[src/rtl/nand_seq_pkg.sv]
package nand_seq_pkg;
  typedef enum logic [2:0] {
    ST_IDLE = 3'd0,
    ST_CMD1 = 3'd1,
    ST_ADDR = 3'd2,
    ST_CMD2 = 3'd3,
    ST_WAIT = 3'd4
  } seq_state_e;

  localparam int OPC_W = 8;
endpackage

[src/rtl/nand_we_timer.sv]
module nand_we_timer #(
  parameter int CNT_W = 4
) (
  input  logic             clk,
  input  logic             rst_n,
  input  logic             active,
  input  logic [CNT_W-1:0] width,
  output logic             we_low,
  output logic             cycle_end
);
  logic [CNT_W-1:0] cnt_q, cnt_d;
  logic             hi_q, hi_d;
  logic [CNT_W-1:0] lim;
  logic             at_lim;

  assign lim    = (width == '0) ? CNT_W'(1) : width;
  assign at_lim = (cnt_q == (lim - CNT_W'(1)));

  always_comb begin
    cnt_d = cnt_q;
    hi_d  = hi_q;
    if (!active) begin
      cnt_d = '0;
      hi_d  = 1'b0;
    end else if (at_lim) begin
      cnt_d = '0;
      hi_d  = ~hi_q;
    end else begin
      cnt_d = cnt_q + CNT_W'(1);
    end
  end

  always_ff @(posedge clk or negedge rst_n) begin
    if (!rst_n) begin
      cnt_q <= '0;
      hi_q  <= 1'b0;
    end else begin
      cnt_q <= cnt_d;
      hi_q  <= hi_d;
    end
  end

  assign we_low    = active & ~hi_q;
  assign cycle_end = active & hi_q & at_lim;

  AST_PHASE_CNT_BOUND: assert property (@(posedge clk) disable iff (!rst_n)
    active |-> (cnt_q < lim));
endmodule

[src/rtl/nand_rdy_wait.sv]
module nand_rdy_wait #(
  parameter int TO_W = 16
) (
  input  logic            clk,
  input  logic            rst_n,
  input  logic            arm,
  input  logic            rdy,
  input  logic [TO_W-1:0] limit,
  output logic            timeout
);
  logic [TO_W-1:0] cnt_q, cnt_d;
  logic            hit;

  assign hit = (cnt_q == limit);

  always_comb begin
    cnt_d = cnt_q;
    if (!arm)
      cnt_d = '0;
    else if (!rdy && !hit)
      cnt_d = cnt_q + TO_W'(1);
  end

  always_ff @(posedge clk or negedge rst_n) begin
    if (!rst_n) cnt_q <= '0;
    else        cnt_q <= cnt_d;
  end

  assign timeout = arm & ~rdy & hit;

  AST_WAIT_CNT_BOUND: assert property (@(posedge clk) disable iff (!rst_n)
    arm |-> (cnt_q <= limit));
endmodule

[src/rtl/nand_addr_pick.sv]
module nand_addr_pick #(
  parameter int COL_BYTES = 2,
  parameter int ROW_BYTES = 3,
  parameter int IDX_W     = 4
) (
  input  logic [COL_BYTES*8-1:0] col,
  input  logic [ROW_BYTES*8-1:0] row,
  input  logic [IDX_W-1:0]       idx,
  output logic [7:0]             byte_o
);
  localparam int TOTAL = COL_BYTES + ROW_BYTES;

  logic [7:0] lane [TOTAL];

  for (genvar g = 0; g < COL_BYTES; g++) begin : g_col
    assign lane[g] = col[g*8 +: 8];
  end
  for (genvar g = 0; g < ROW_BYTES; g++) begin : g_row
    assign lane[COL_BYTES+g] = row[g*8 +: 8];
  end

  always_comb begin
    byte_o = 8'h00;
    for (int k = 0; k < TOTAL; k++)
      if (idx == IDX_W'(k)) byte_o = lane[k];
  end
endmodule

[src/rtl/nand_cycle_seq.sv]
module nand_cycle_seq
  import nand_seq_pkg::*;
#(
  parameter int NUM_CE = 4,
  parameter int WID_W  = 4,
  parameter int TO_W   = 16,
  parameter int ACNT_W = 4
) (
  input  logic              clk,
  input  logic              rst_n,
  input  logic              start,
  input  logic [31:0]       cmd_word,
  input  logic [31:0]       addr_word0,
  input  logic [31:0]       addr_word1,
  input  logic [WID_W-1:0]  we_width,
  input  logic [TO_W-1:0]   rdy_limit,
  input  logic              rdy_i,
  output logic [NUM_CE-1:0] ce_n,
  output logic              cle,
  output logic              ale,
  output logic              we_n,
  output logic [7:0]        io_out,
  output logic              busy,
  output logic              done,
  output logic              err
);
  localparam int CS_W  = (NUM_CE > 1) ? $clog2(NUM_CE) : 1;
  localparam int COL_B = 2;
  localparam int ROW_B = 3;

  seq_state_e        state_q, state_d;
  logic [OPC_W-1:0]  op1_q, op2_q;
  logic [ACNT_W-1:0] acnt_q, aidx_q, aidx_d;
  logic [COL_B*8-1:0] col_q;
  logic [ROW_B*8-1:0] row_q;
  logic [CS_W-1:0]   cs_q;
  logic [WID_W-1:0]  width_q;
  logic [TO_W-1:0]   lim_q;
  logic              done_q, done_d, err_q, err_d, load;
  logic              bus_active, we_low, cyc_end, tout;
  logic [7:0]        addr_byte;
  logic              unused_bits;

  assign unused_bits = ^{cmd_word[27:16], addr_word1[29:8]};

  nand_we_timer #(.CNT_W(WID_W)) i_timer (
    .clk(clk), .rst_n(rst_n), .active(bus_active), .width(width_q),
    .we_low(we_low), .cycle_end(cyc_end)
  );

  nand_rdy_wait #(.TO_W(TO_W)) i_wait (
    .clk(clk), .rst_n(rst_n), .arm(state_q == ST_WAIT), .rdy(rdy_i),
    .limit(lim_q), .timeout(tout)
  );

  nand_addr_pick #(.COL_BYTES(COL_B), .ROW_BYTES(ROW_B), .IDX_W(ACNT_W)) i_pick (
    .col(col_q), .row(row_q), .idx(aidx_q), .byte_o(addr_byte)
  );

  always_comb begin
    state_d = state_q;
    aidx_d  = aidx_q;
    done_d  = 1'b0;
    err_d   = err_q;
    load    = 1'b0;
    case (state_q)
      ST_IDLE: if (start) begin
        state_d = ST_CMD1;
        err_d   = 1'b0;
        load    = 1'b1;
      end
      ST_CMD1: if (cyc_end) begin
        aidx_d = '0;
        if (acnt_q != '0)     state_d = ST_ADDR;
        else if (op2_q != '0) state_d = ST_CMD2;
        else                  state_d = ST_WAIT;
      end
      ST_ADDR: if (cyc_end) begin
        if (aidx_q == (acnt_q - ACNT_W'(1)))
          state_d = (op2_q != '0) ? ST_CMD2 : ST_WAIT;
        else
          aidx_d = aidx_q + ACNT_W'(1);
      end
      ST_CMD2: if (cyc_end) state_d = ST_WAIT;
      ST_WAIT: begin
        if (rdy_i) begin
          state_d = ST_IDLE;
          done_d  = 1'b1;
        end else if (tout) begin
          state_d = ST_IDLE;
          err_d   = 1'b1;
        end
      end
      default: state_d = ST_IDLE;
    endcase
  end

  always_ff @(posedge clk or negedge rst_n) begin
    if (!rst_n) begin
      state_q <= ST_IDLE;
      aidx_q  <= '0;
      done_q  <= 1'b0;
      err_q   <= 1'b0;
    end else begin
      state_q <= state_d;
      aidx_q  <= aidx_d;
      done_q  <= done_d;
      err_q   <= err_d;
    end
  end

  always_ff @(posedge clk or negedge rst_n) begin
    if (!rst_n) begin
      op1_q   <= '0;
      op2_q   <= '0;
      acnt_q  <= '0;
      col_q   <= '0;
      row_q   <= '0;
      cs_q    <= '0;
      width_q <= '0;
      lim_q   <= '0;
    end else if (load) begin
      op1_q   <= cmd_word[7:0];
      op2_q   <= cmd_word[15:8];
      acnt_q  <= cmd_word[31 -: ACNT_W];
      col_q   <= addr_word0[15:0];
      row_q   <= {addr_word1[7:0], addr_word0[31:16]};
      cs_q    <= addr_word1[31 -: CS_W];
      width_q <= we_width;
      lim_q   <= rdy_limit;
    end
  end

  assign bus_active = (state_q == ST_CMD1) || (state_q == ST_ADDR) || (state_q == ST_CMD2);
  assign busy   = (state_q != ST_IDLE);
  assign cle    = (state_q == ST_CMD1) || (state_q == ST_CMD2);
  assign ale    = (state_q == ST_ADDR);
  assign we_n   = ~we_low;
  assign done   = done_q;
  assign err    = err_q;

  always_comb begin
    case (state_q)
      ST_CMD1: io_out = op1_q;
      ST_CMD2: io_out = op2_q;
      ST_ADDR: io_out = addr_byte;
      default: io_out = 8'h00;
    endcase
  end

  for (genvar k = 0; k < NUM_CE; k++) begin : g_ce
    assign ce_n[k] = ~(busy && (cs_q == CS_W'(k)));
  end

  AST_BUS_STABLE_AT_RISE: assert property (@(posedge clk) disable iff (!rst_n)
    $rose(we_n) |-> ($stable(io_out) && $stable(cle) && $stable(ale)));
  AST_CE_ONEHOT: assert property (@(posedge clk) disable iff (!rst_n)
    $onehot0(~ce_n));
  AST_DONE_ONE_CYCLE: assert property (@(posedge clk) disable iff (!rst_n)
    done |=> !done);
  AST_DONE_AFTER_RDY: assert property (@(posedge clk) disable iff (!rst_n)
    done |-> $past(rdy_i));
  AST_ERR_WITHOUT_DONE: assert property (@(posedge clk) disable iff (!rst_n)
    $rose(err) |-> !done);
  AST_STROBE_EXCL: assert property (@(posedge clk) disable iff (!rst_n)
    !(cle && ale));
  AST_IDLE_QUIET: assert property (@(posedge clk) disable iff (!rst_n)
    (!cle && !ale) |-> we_n);
endmodule

[config.mk]
export PLATFORM = sky130hd
export DESIGN_NAME = nand_cycle_seq
export DESIGN_NICKNAME = d
export VERILOG_FILES = /design/src/rtl/nand_seq_pkg.sv /design/src/rtl/nand_we_timer.sv /design/src/rtl/nand_rdy_wait.sv /design/src/rtl/nand_addr_pick.sv /design/src/rtl/nand_cycle_seq.sv
export SDC_FILE = /design/constraint.sdc
export NUM_CORES = 1
export LEC_CHECK = 0
export BUFFER_PORTS_ARGS = -buffer_cell sky130_fd_sc_hd__buf_2
export CORE_ASPECT_RATIO = 0.5
export CORE_UTILIZATION = 40
export CTS_CLUSTER_SIZE = 16
export DETAILED_ROUTE_END_ITERATION = 8
export PLACE_DENSITY = 0.72
export SYNTH_ARGS = -nofsm -noshare
export SYNTH_HDL_FRONTEND = slang
export SYNTH_SLANG_ARGS = --single-unit
[constraint.sdc]
create_clock -name clk -period 3.2 [get_ports clk]
set_clock_uncertainty 0.1 [all_clocks]
set_input_delay 0.48 -clock clk [delete_from_list [all_inputs] [get_ports clk]]
set_output_delay 0.48 -clock clk [all_outputs]
set_load 0.05 [all_outputs]
==> results.md, run 1 <==
Power:
- The power spent charging and discharging nets is 2.429 mW.
- The proportion of power drawn by flip-flops and latches is 38.0%.
- Power spread over the standard cell area amounts to a little under 1000 nW/µm².
- The relative contribution of combinational cells to total power is 42.0%.
- VDD sags by at most 0.3070 mV.
- The internal power of the cells totals 3.982 mW.
- The cell leakage power is 2.986 nW.
- In this run, the clock network consumes approximately 20% of the power.
- The overall power after layout is 6.411 mW.
- The share of total power consumed by net switching is 37.89%.

Drt:
- The detail route stage leaves a number of antenna-violating nets equal to 0.
- After detailed routing, the number of vias per cell comes to 5.222.
- After detailed routing, the average wire length per cell comes to between 15 and 20 µm.
- For this run, the detailed router's first-pass iteration total came to 6.
- After detailed routing, the number of remaining DRC violations is 0.
- The via count is 3828.
- The routed wire length is 12.13 mm.
- In this run, the number of DRC markers left after iteration 0 of detailed routing was 251.

Finish:
- The flip-flop and latch area is 2805 µm².
- The post-route netlist has 39.25% of its cells at a drive strength greater than 1.
- The final design utilization is 50.54%.
- The growth of design area from synthesis to finish is 20.48%.
- The post-layout net count is between 600 and 700.
- After routing the design area is roughly 6600 µm².
- The antenna cell count is 0.
- The number of non-filler instances in the completed layout is 733.
- In the final layout, the multi-input gates occupy between 2000 and 3000 µm².
- The most common cell after layout, fill and taps aside is sky130_fd_sc_hd__dfrtp_1.
- The count of fill cells added during filler insertion is around 1200.
- In the layout the commonest cells are sky130_fd_sc_hd__dfrtp_1, sky130_fd_sc_hd__buf_2, sky130_fd_sc_hd__mux2_2, sky130_fd_sc_hd__nor2_1, sky130_fd_sc_hd__xor2_1.

Synthesis:
- After synthesis the cells add up to 5449 µm².
- After synthesis, the mean cell area works out to 11.90 µm².
- Synthesis produced a netlist with a net count of between 500 and 600.
- The sequential-to-total area share from yosys stat is between 50 and 60%.
- In this run, synthesis inferred 0 flip-flops with an integrated enable.
- The number of different library cells used by synthesis comes to 48.
- Counting flops and latches in the post-synthesis netlist gives roughly 110.
- Among all flip-flop cells after synthesis, the most frequent one is sky130_fd_sc_hd__dfrtp_1.
- After technology mapping, the gate count stands at approximately 460.
- The warning count from the yosys run is 0.
- Of all flip-flops after synthesis, the portion carrying an async set or reset was 100.0%.

Clock network:
- The CTS buffer count is 9.
- The maximum buffer depth of the clock tree is 2.
- Clock tree synthesis selected as its root buffer the cell sky130_fd_sc_hd__clkbuf_16.
- The clock tree synthesis step divided the H-tree into 3 levels.
- The clock sink total is 112.
- After clock tree synthesis, the clock-pin slew on the worst setup and hold paths is 0.08 ns.
- The clock latency of the later-clocked register in the worst-skew pair is roughly 0.34 ns.
- The cts-stage hold buffer count is 0.
- The clock tree from TritonCTS is yes.

STA:
- The clock period could shrink to 3.037 ns.
- The smallest setup slack after layout is 0.1631 ns.
- The hold violation total from the final report is 0.
- The final critical path takes up a little over nine tenths of the cycle.
- The actual slew at the worst max-slew pin is 0.8341 ns.
- The summed negative setup slack over all endpoints is 0 ns.
- Derived from the worst setup path, the maximum achievable clock frequency is between 0.3 and 0.4 GHz.
- The relative slew slack is 44.39%.
- The number of setup violations in the final report is 0.
- The number of pins exceeding their max-slew limit in the final report is 0.
- The final worst hold slack is around 0.12 ns.

Place:
- Port buffering added 103 buffers.
- Prior to clock tree synthesis, the placed netlist has a worst setup slack of 0.3359 ns.
- Counting tap cells, the placed design contains a total of 715 instances.
- Summed over all nets, the half-perimeter wirelength after detailed placement is 8.726 mm.
- At the end of routability-driven placement, the weighted congestion stood at 0.8083.
- The placed instance area is 6181 µm².

GRT:
- Entering global routing, the biggest net connects 59 pins.
- The via count of the first global-routing pass came to 4082.
- The initial antenna violation count came to 0.
- Global routing finished with a remaining overflow of 0.
- Global routing used 18.33% of the available tracks across all layers.
- The first global-routing pass estimated 20.42 mm of wire.

Hold path:
- The worst hold path belongs to the class in -> async.

Flow run:
- Across the run, the number of max-cap violations was 0.

Critical path:
- The worst endpoint required time is 2.62 ns.
- STA classifies the critical path endpoint as a primary output.
- The kind of launch point of the worst setup path is a register.
- In this run the critical register-to-register path is launched from width_q[1].
- The startpoint of the most critical setup path is aidx_q[0].
- The arrival time of data at the critical path endpoint is between 2 and 2.5 ns.
- The worst setup path is of the reg -> out kind.
- In this run the worst path has a maximum fanout of 8.

Floorplanning:
- From bottom edge to top edge, the die measures 84.53 µm.
- The core region area is 12990 µm².
- The number of cell rows is 29.
- 138 I/O pins were placed.
- The die covers 14120 µm².
- The initial utilization of the core area, before any placement, comes to 41.95%.
- The chip width is approximately 170 µm.

Outcome:
- The run finished with clean final reports.
[power by group through the flow]
stage                     registers, mW  clock network [mW]  logic (mW)
after floorplan                    2.31                   0        2.14
after global placement             2.43                   0        2.61
after detailed placement           2.46                   0        2.67
after CTS                          2.44                1.32        2.69
after global routing               2.52                1.38        2.92
final                              2.44                1.28        2.69
[path summary, 6_finish.rpt]
check	to	slack [ns]	cells past startpoint
worst max-delay path	io_out[3]	0.16	9
worst min-delay path	i_wait.cnt_q[5]	0.12	1
worst max register to register	aidx_q[3]	0.35	9
worst min register to register	col_q[8]	0.41	1
max in group asynchronous	aidx_q[0]	2.19	2
min in group clk	width_q[3]	0.23	3
[routing by layer]
layer	routed length, µm	track usage (%)
met1	5910	25.33
met2	5783	30.20
met3	406	3.159
met4	27	4.293
met5	0	0
[sequential cells by signal, summed over array words and instances, names as in the netlist]
name           flops
i_timer.cnt_q      4
aidx_q             4
op2_q              8
i_wait.cnt_q      16
op1_q              8
done               1
lim_q             16
acnt_q             4
row_q             24
i_timer.hi_q       1
state_q            3
col_q             16
err                1
cs_q               2
width_q            4
[synth_stat cells (3+ instances only)]
library cell	number	area, µm²
sky130_fd_sc_hd__a21o_1	3	22.52
sky130_fd_sc_hd__a221oi_1	8	70.07
sky130_fd_sc_hd__a222oi_1	8	80.08
sky130_fd_sc_hd__and2_1	3	18.77
sky130_fd_sc_hd__and3_1	7	43.79
sky130_fd_sc_hd__buf_2	11	55.05
sky130_fd_sc_hd__clkbuf_1	11	41.29
sky130_fd_sc_hd__dfrtp_1	112	2803
sky130_fd_sc_hd__ha_1	8	100.1
sky130_fd_sc_hd__inv_1	13	48.80
sky130_fd_sc_hd__mux2_2	78	878.3
sky130_fd_sc_hd__mux2i_1	9	90.09
sky130_fd_sc_hd__nand2_1	13	48.80
sky130_fd_sc_hd__nand2b_1	7	43.79
sky130_fd_sc_hd__nand3_1	10	50.05
sky130_fd_sc_hd__nand4_1	8	50.05
sky130_fd_sc_hd__nor2_1	40	150.1
sky130_fd_sc_hd__nor3_1	14	70.07
sky130_fd_sc_hd__nor4_1	6	37.54
sky130_fd_sc_hd__o21ai_0	7	35.03
sky130_fd_sc_hd__o22ai_1	8	50.05
sky130_fd_sc_hd__xnor2_1	9	78.83
sky130_fd_sc_hd__xor2_1	32	280.3
[cell type report]
type,instances,share of cell area [%]
Inverter,13,0.7433
Clock inverter,6,1.753
Timing Repair Buffer,114,9.758
Clock buffer,10,3.488
Tap cell,170,3.240
Multi-Input combinational cell,308,38.29
Sequential cell,112,42.73
[worst max-delay path, cell delays in order, from the launching register on]
cell                       delay (ns)
sky130_fd_sc_hd__dfrtp_2         0.39
sky130_fd_sc_hd__inv_1           0.08
sky130_fd_sc_hd__ha_1            0.21
sky130_fd_sc_hd__nor4b_2         0.16
sky130_fd_sc_hd__buf_4           0.18
sky130_fd_sc_hd__a222oi_1        0.41
sky130_fd_sc_hd__nor3_1          0.11
sky130_fd_sc_hd__a221oi_2        0.22
sky130_fd_sc_hd__o22ai_1         0.11
sky130_fd_sc_hd__buf_2           0.24
[timing repair]
item                                    4_1_cts  5_1_grt
pin swaps                                     1        1
resized for setup                             3        6
endpoints found under the setup margin        2        7
setup buffers                                 0        2
[cells by family after synthesis]
| family | after synthesis | share of synthesized area, % |
|---|---|---|
| AND/OR/NAND/NOR | 120 | 11.37 |
| adder cells (fa/ha/maj) | 8 | 1.837 |
| buffers and inverters | 38 | 2.939 |
| multiplexers | 87 | 17.77 |
| flip-flops | 112 | 51.44 |
| AO/OA/AOI/OAI | 51 | 7.647 |
| XOR/XNOR | 42 | 7.004 |
No activity file was read; power rests on OpenSTA's default activity.
==> inputs of run 2 (changes only) <==
--- a/config.mk
+++ b/config.mk
@@ -11,6 +11,7 @@
 export CTS_CLUSTER_SIZE = 16
 export DETAILED_ROUTE_END_ITERATION = 8
 export PLACE_DENSITY = 0.72
+export SLEW_MARGIN = 20
 export SYNTH_ARGS = -nofsm -noshare
 export SYNTH_HDL_FRONTEND = slang
 export SYNTH_SLANG_ARGS = --single-unit
==> constraint.sdc (replaced) <==
create_clock -name clk -period 3.1 [get_ports clk]
set_clock_uncertainty 0.1 [all_clocks]
set_input_delay 0.465 -clock clk [delete_from_list [all_inputs] [get_ports clk]]
set_output_delay 0.465 -clock clk [all_outputs]
set_load 0.05 [all_outputs]
==> run 2 against run 1 <==
Total power grew 0.91%. Register-to-register slack lost 0.07 ns. Setup slack lost 0.083 ns. Via count grew 1.1%. Flip-flop and latch count is the same. Critical path depth is the same. Critical endpoint unchanged. Largest cell class unchanged.
==> results.md, run 2 (same netlist as run 1, synthesis figures left out) <==
Drt:
- The routed wire length came to 11.96 mm (-1.4%).
- The via count is 3871 (+1.1%).
- The count of routing violations after the opening detailed-route iteration is 224 (-11%).
- The mean routed wirelength per cell is 16.32 µm (-1.4%).
- The number of nets with antenna violations after routing is 0 (unchanged).
- The number of optimization iterations in the first detailed-route pass came to 5 (-1).
- The post-detailed-route DRC marker count is 0 (unchanged).
- The routed via count divided by cell count is 5.281 (+1.1%).

Clock network:
- The depth of the CTS H-tree is 3 (unchanged).
- The maximum buffer depth of the clock tree is 2 (unchanged).
- The clock tree from TritonCTS is yes.
- The clock slew at the register clock pins of the worst setup and hold paths is 0.08 ns (about the same).
- The clock sink total is 112 (unchanged).
- The clock latency of the later-clocked register in the worst-skew pair is 0.35 ns (about the same).
- The buffer type at the clock tree root is sky130_fd_sc_hd__clkbuf_16.
- The CTS buffer count is 9 (unchanged).

Power:
- The power per standard cell area came to 989.8 nW/µm² (+1.4%).
- The worst voltage drop across the vdd grid came to 0.3532 mV (+15%).
- The cell leakage power is 2.979 nW (-0.22%).

Floorplanning:
- The chip width is 167.1 µm (unchanged).
- The y dimension of the die came to 84.53 µm (unchanged).
- The number of cell rows is 29 (unchanged).
- The die area came to 14120 µm² (unchanged).
- The number of top-level design ports came to 138 (unchanged).
- The core region area came to 12990 µm² (unchanged).
- The starting density of the core is 41.95% (unchanged).

Place:
- The half-perimeter wire length after placement came to 8.718 mm (about the same).
- The final weighted congestion in routability-driven placement was 0.8045 (-0.47%).
- The number of port buffers came to 103 (unchanged).

STA:
- Counting I/O delays and the setup requirement, the final critical path takes approximately 3.0 ns.
- The number of setup violations in the final report is 0 (unchanged).
- The hold violation total from the final report is 0 (unchanged).
- Setup repair after global routing could not meet its margin everywhere.
- Derived from the worst setup path, the maximum achievable clock frequency is around 0.33 GHz.
- The relative slew slack was 46.44% (+2.0 points).
- The number of pins exceeding their max-slew limit in the final report came to 0 (unchanged).
- The final worst hold slack was 0.2197 ns (+0.09964 ns).
- The actual slew at the worst max-slew pin came to 0.8035 ns (-0.03063 ns).
- The final critical-path share of the clock period is 97.41%.

Finish:
- The register name with the most flops is row_q.
- The count of fill cells added during filler insertion is 1186 (+1.5%).
- The growth of design area from synthesis to finish is 19.95%.
- Leaving out fill and tap cells, the most frequent cell in the layout is sky130_fd_sc_hd__dfrtp_1.
- The antenna cell count came to 0 (unchanged).
- The post-layout net count is 687 (+0.15%).
- The ratio of cells with drive above 1 in the final layout is 39.25% (unchanged).
- The flip-flop count of the largest register, all copies and words added is 24 (unchanged).
- The library cells used most frequently in the layout, excluding fill and tap cells, are sky130_fd_sc_hd__dfrtp_1, sky130_fd_sc_hd__buf_2, sky130_fd_sc_hd__mux2_2, sky130_fd_sc_hd__nor2_1, sky130_fd_sc_hd__xor2_1.
- The final design utilization is 50.32% (-0.22 points).

GRT:
- The global route total overflow is 0 (unchanged).
- The via count of the first global-routing pass is 3917 (-4.0%).
- The initial antenna violation count is 0 (unchanged).
- The total routing resource utilization after global routing is 17.85% (-0.48 points).
- The maximum number of pins on one net before global-route repair is 49 (-17%).
- The first-pass GRT wire length is 19.89 mm (-2.6%).

Critical path:
- The buffers plus inverters on the worst setup path is 3 (unchanged).
- The worst endpoint required time is 2.53 ns (-0.09 ns).
- STA classifies the critical path startpoint as a register.
- Traced cell by cell, the critical path runs through inv_1 > ha_1 > nor4b_4 > buf_4 > a222oi_1 > nor3_1 > a221oi_2 > o22ai_1 > buf_2.
- The family of cells with the greatest summed delay on the critical path is compound AO/OA/AOI/OAI gates.
- For this design, the slowest cell found on the critical path is sky130_fd_sc_hd__dfrtp_2.
- The arrival time of data at the critical path endpoint is 2.45 ns (about the same).
- The kind of critical path is reg -> out.
- The largest fanout on the critical path came to 8 (unchanged).
- The worst setup path is captured at a primary output.
- The delay of the slowest cell on the worst path is 0.43 ns (+0.02 ns).

Outcome:
- The flow ran to the end, and the final reports show no timing, DRC or antenna violations.

Flow run:
- The count of maximum capacitance violations was 0 (unchanged).

Hold path:
- The worst min-delay path class is in -> reg.
[run 2: worst register-to-register path, cell delays in order (launching register included)]
cell	delay, ns
sky130_fd_sc_hd__dfrtp_1	0.41
sky130_fd_sc_hd__nor3_1	0.25
sky130_fd_sc_hd__nor2_1	0.07
sky130_fd_sc_hd__ha_1	0.31
sky130_fd_sc_hd__xnor2_1	0.13
sky130_fd_sc_hd__a221o_1	0.29
sky130_fd_sc_hd__nor4_4	0.42
sky130_fd_sc_hd__o2111ai_4	0.24
sky130_fd_sc_hd__or4_1	0.44
sky130_fd_sc_hd__o21ai_1	0.08
[run 2: stage by stage]
step | instance area (µm²) | setup slack [ns] | setup TNS, ns | power (mW) | cells
3_5_place_dp | 6181 | 0.2569 | 0 | 5.297 | 715
2_1_floorplan | 5449 | 0.2142 | 0 | 4.590 | 458
6_report | 6536 | 0.08038 | 0 | 6.470 | 733
3_3_place_gp | 6181 | 0.2896 | 0 | 5.198 | 715
5_1_grt | 6536 | -0.02372 | -0.05378 | 6.893 | 733
4_1_cts | 6509 | 0.02141 | 0 | 6.510 | 732
[run 2: repair_timing]
action	CTS	global route
setup buffers	1	2
endpoints found under the setup margin	5	8
resized for setup	5	4
cloned	0	0
endpoints found under the hold margin	5	0
pin swaps	2	1
hold buffers	1	0
[run 2: area by class of cell]
cell class	count	area, µm²	area share (%)
Inverter	13	48.80	0.7466
Multi-Input combinational cell	308	2525	38.63
Clock buffer	9	225.2	3.446
Sequential cell	112	2805	42.92
Clock inverter	6	68.82	1.053
Tap cell	170	212.7	3.254
Timing Repair Buffer	115	650.6	9.954
[run 2: final timing paths]
check                       startpoint    endpoint  slack [ns]  cells past startpoint
min in group asynchronous        rst_n    lim_q[7]        0.54                      2
setup reg to reg            width_q[1]   aidx_q[3]        0.28                      9
max in group asynchronous        rst_n   row_q[16]        1.61                      3
setup / recovery             aidx_q[1]   io_out[3]        0.08                      9
hold reg to reg              row_q[14]   row_q[14]        0.41                      1
hold / removal             we_width[1]  width_q[1]        0.22                      3
[run 2: report_power, final]
part / internal (mW) / switching, mW / total, mW
clock network: 0.629 / 0.536 / 1.17
registers: 2.06 / 0.438 / 2.50
logic: 1.26 / 1.54 / 2.80
total: 3.96 / 2.51 / 6.47
[run 2: routing by layer]
| layer | vias up | global-route usage, % | share of wire, % |
|---|---|---|---|
| met1 | 1927 | 24.94 | 49 |
| met2 | 82 | 28.79 | 47 |
| met5 | - | 0 | 0 |
| met3 | 7 | 3.772 | 4.1 |
| li1 | 1855 | - | - |
| met4 | 0 | 3.535 | 0.72 |
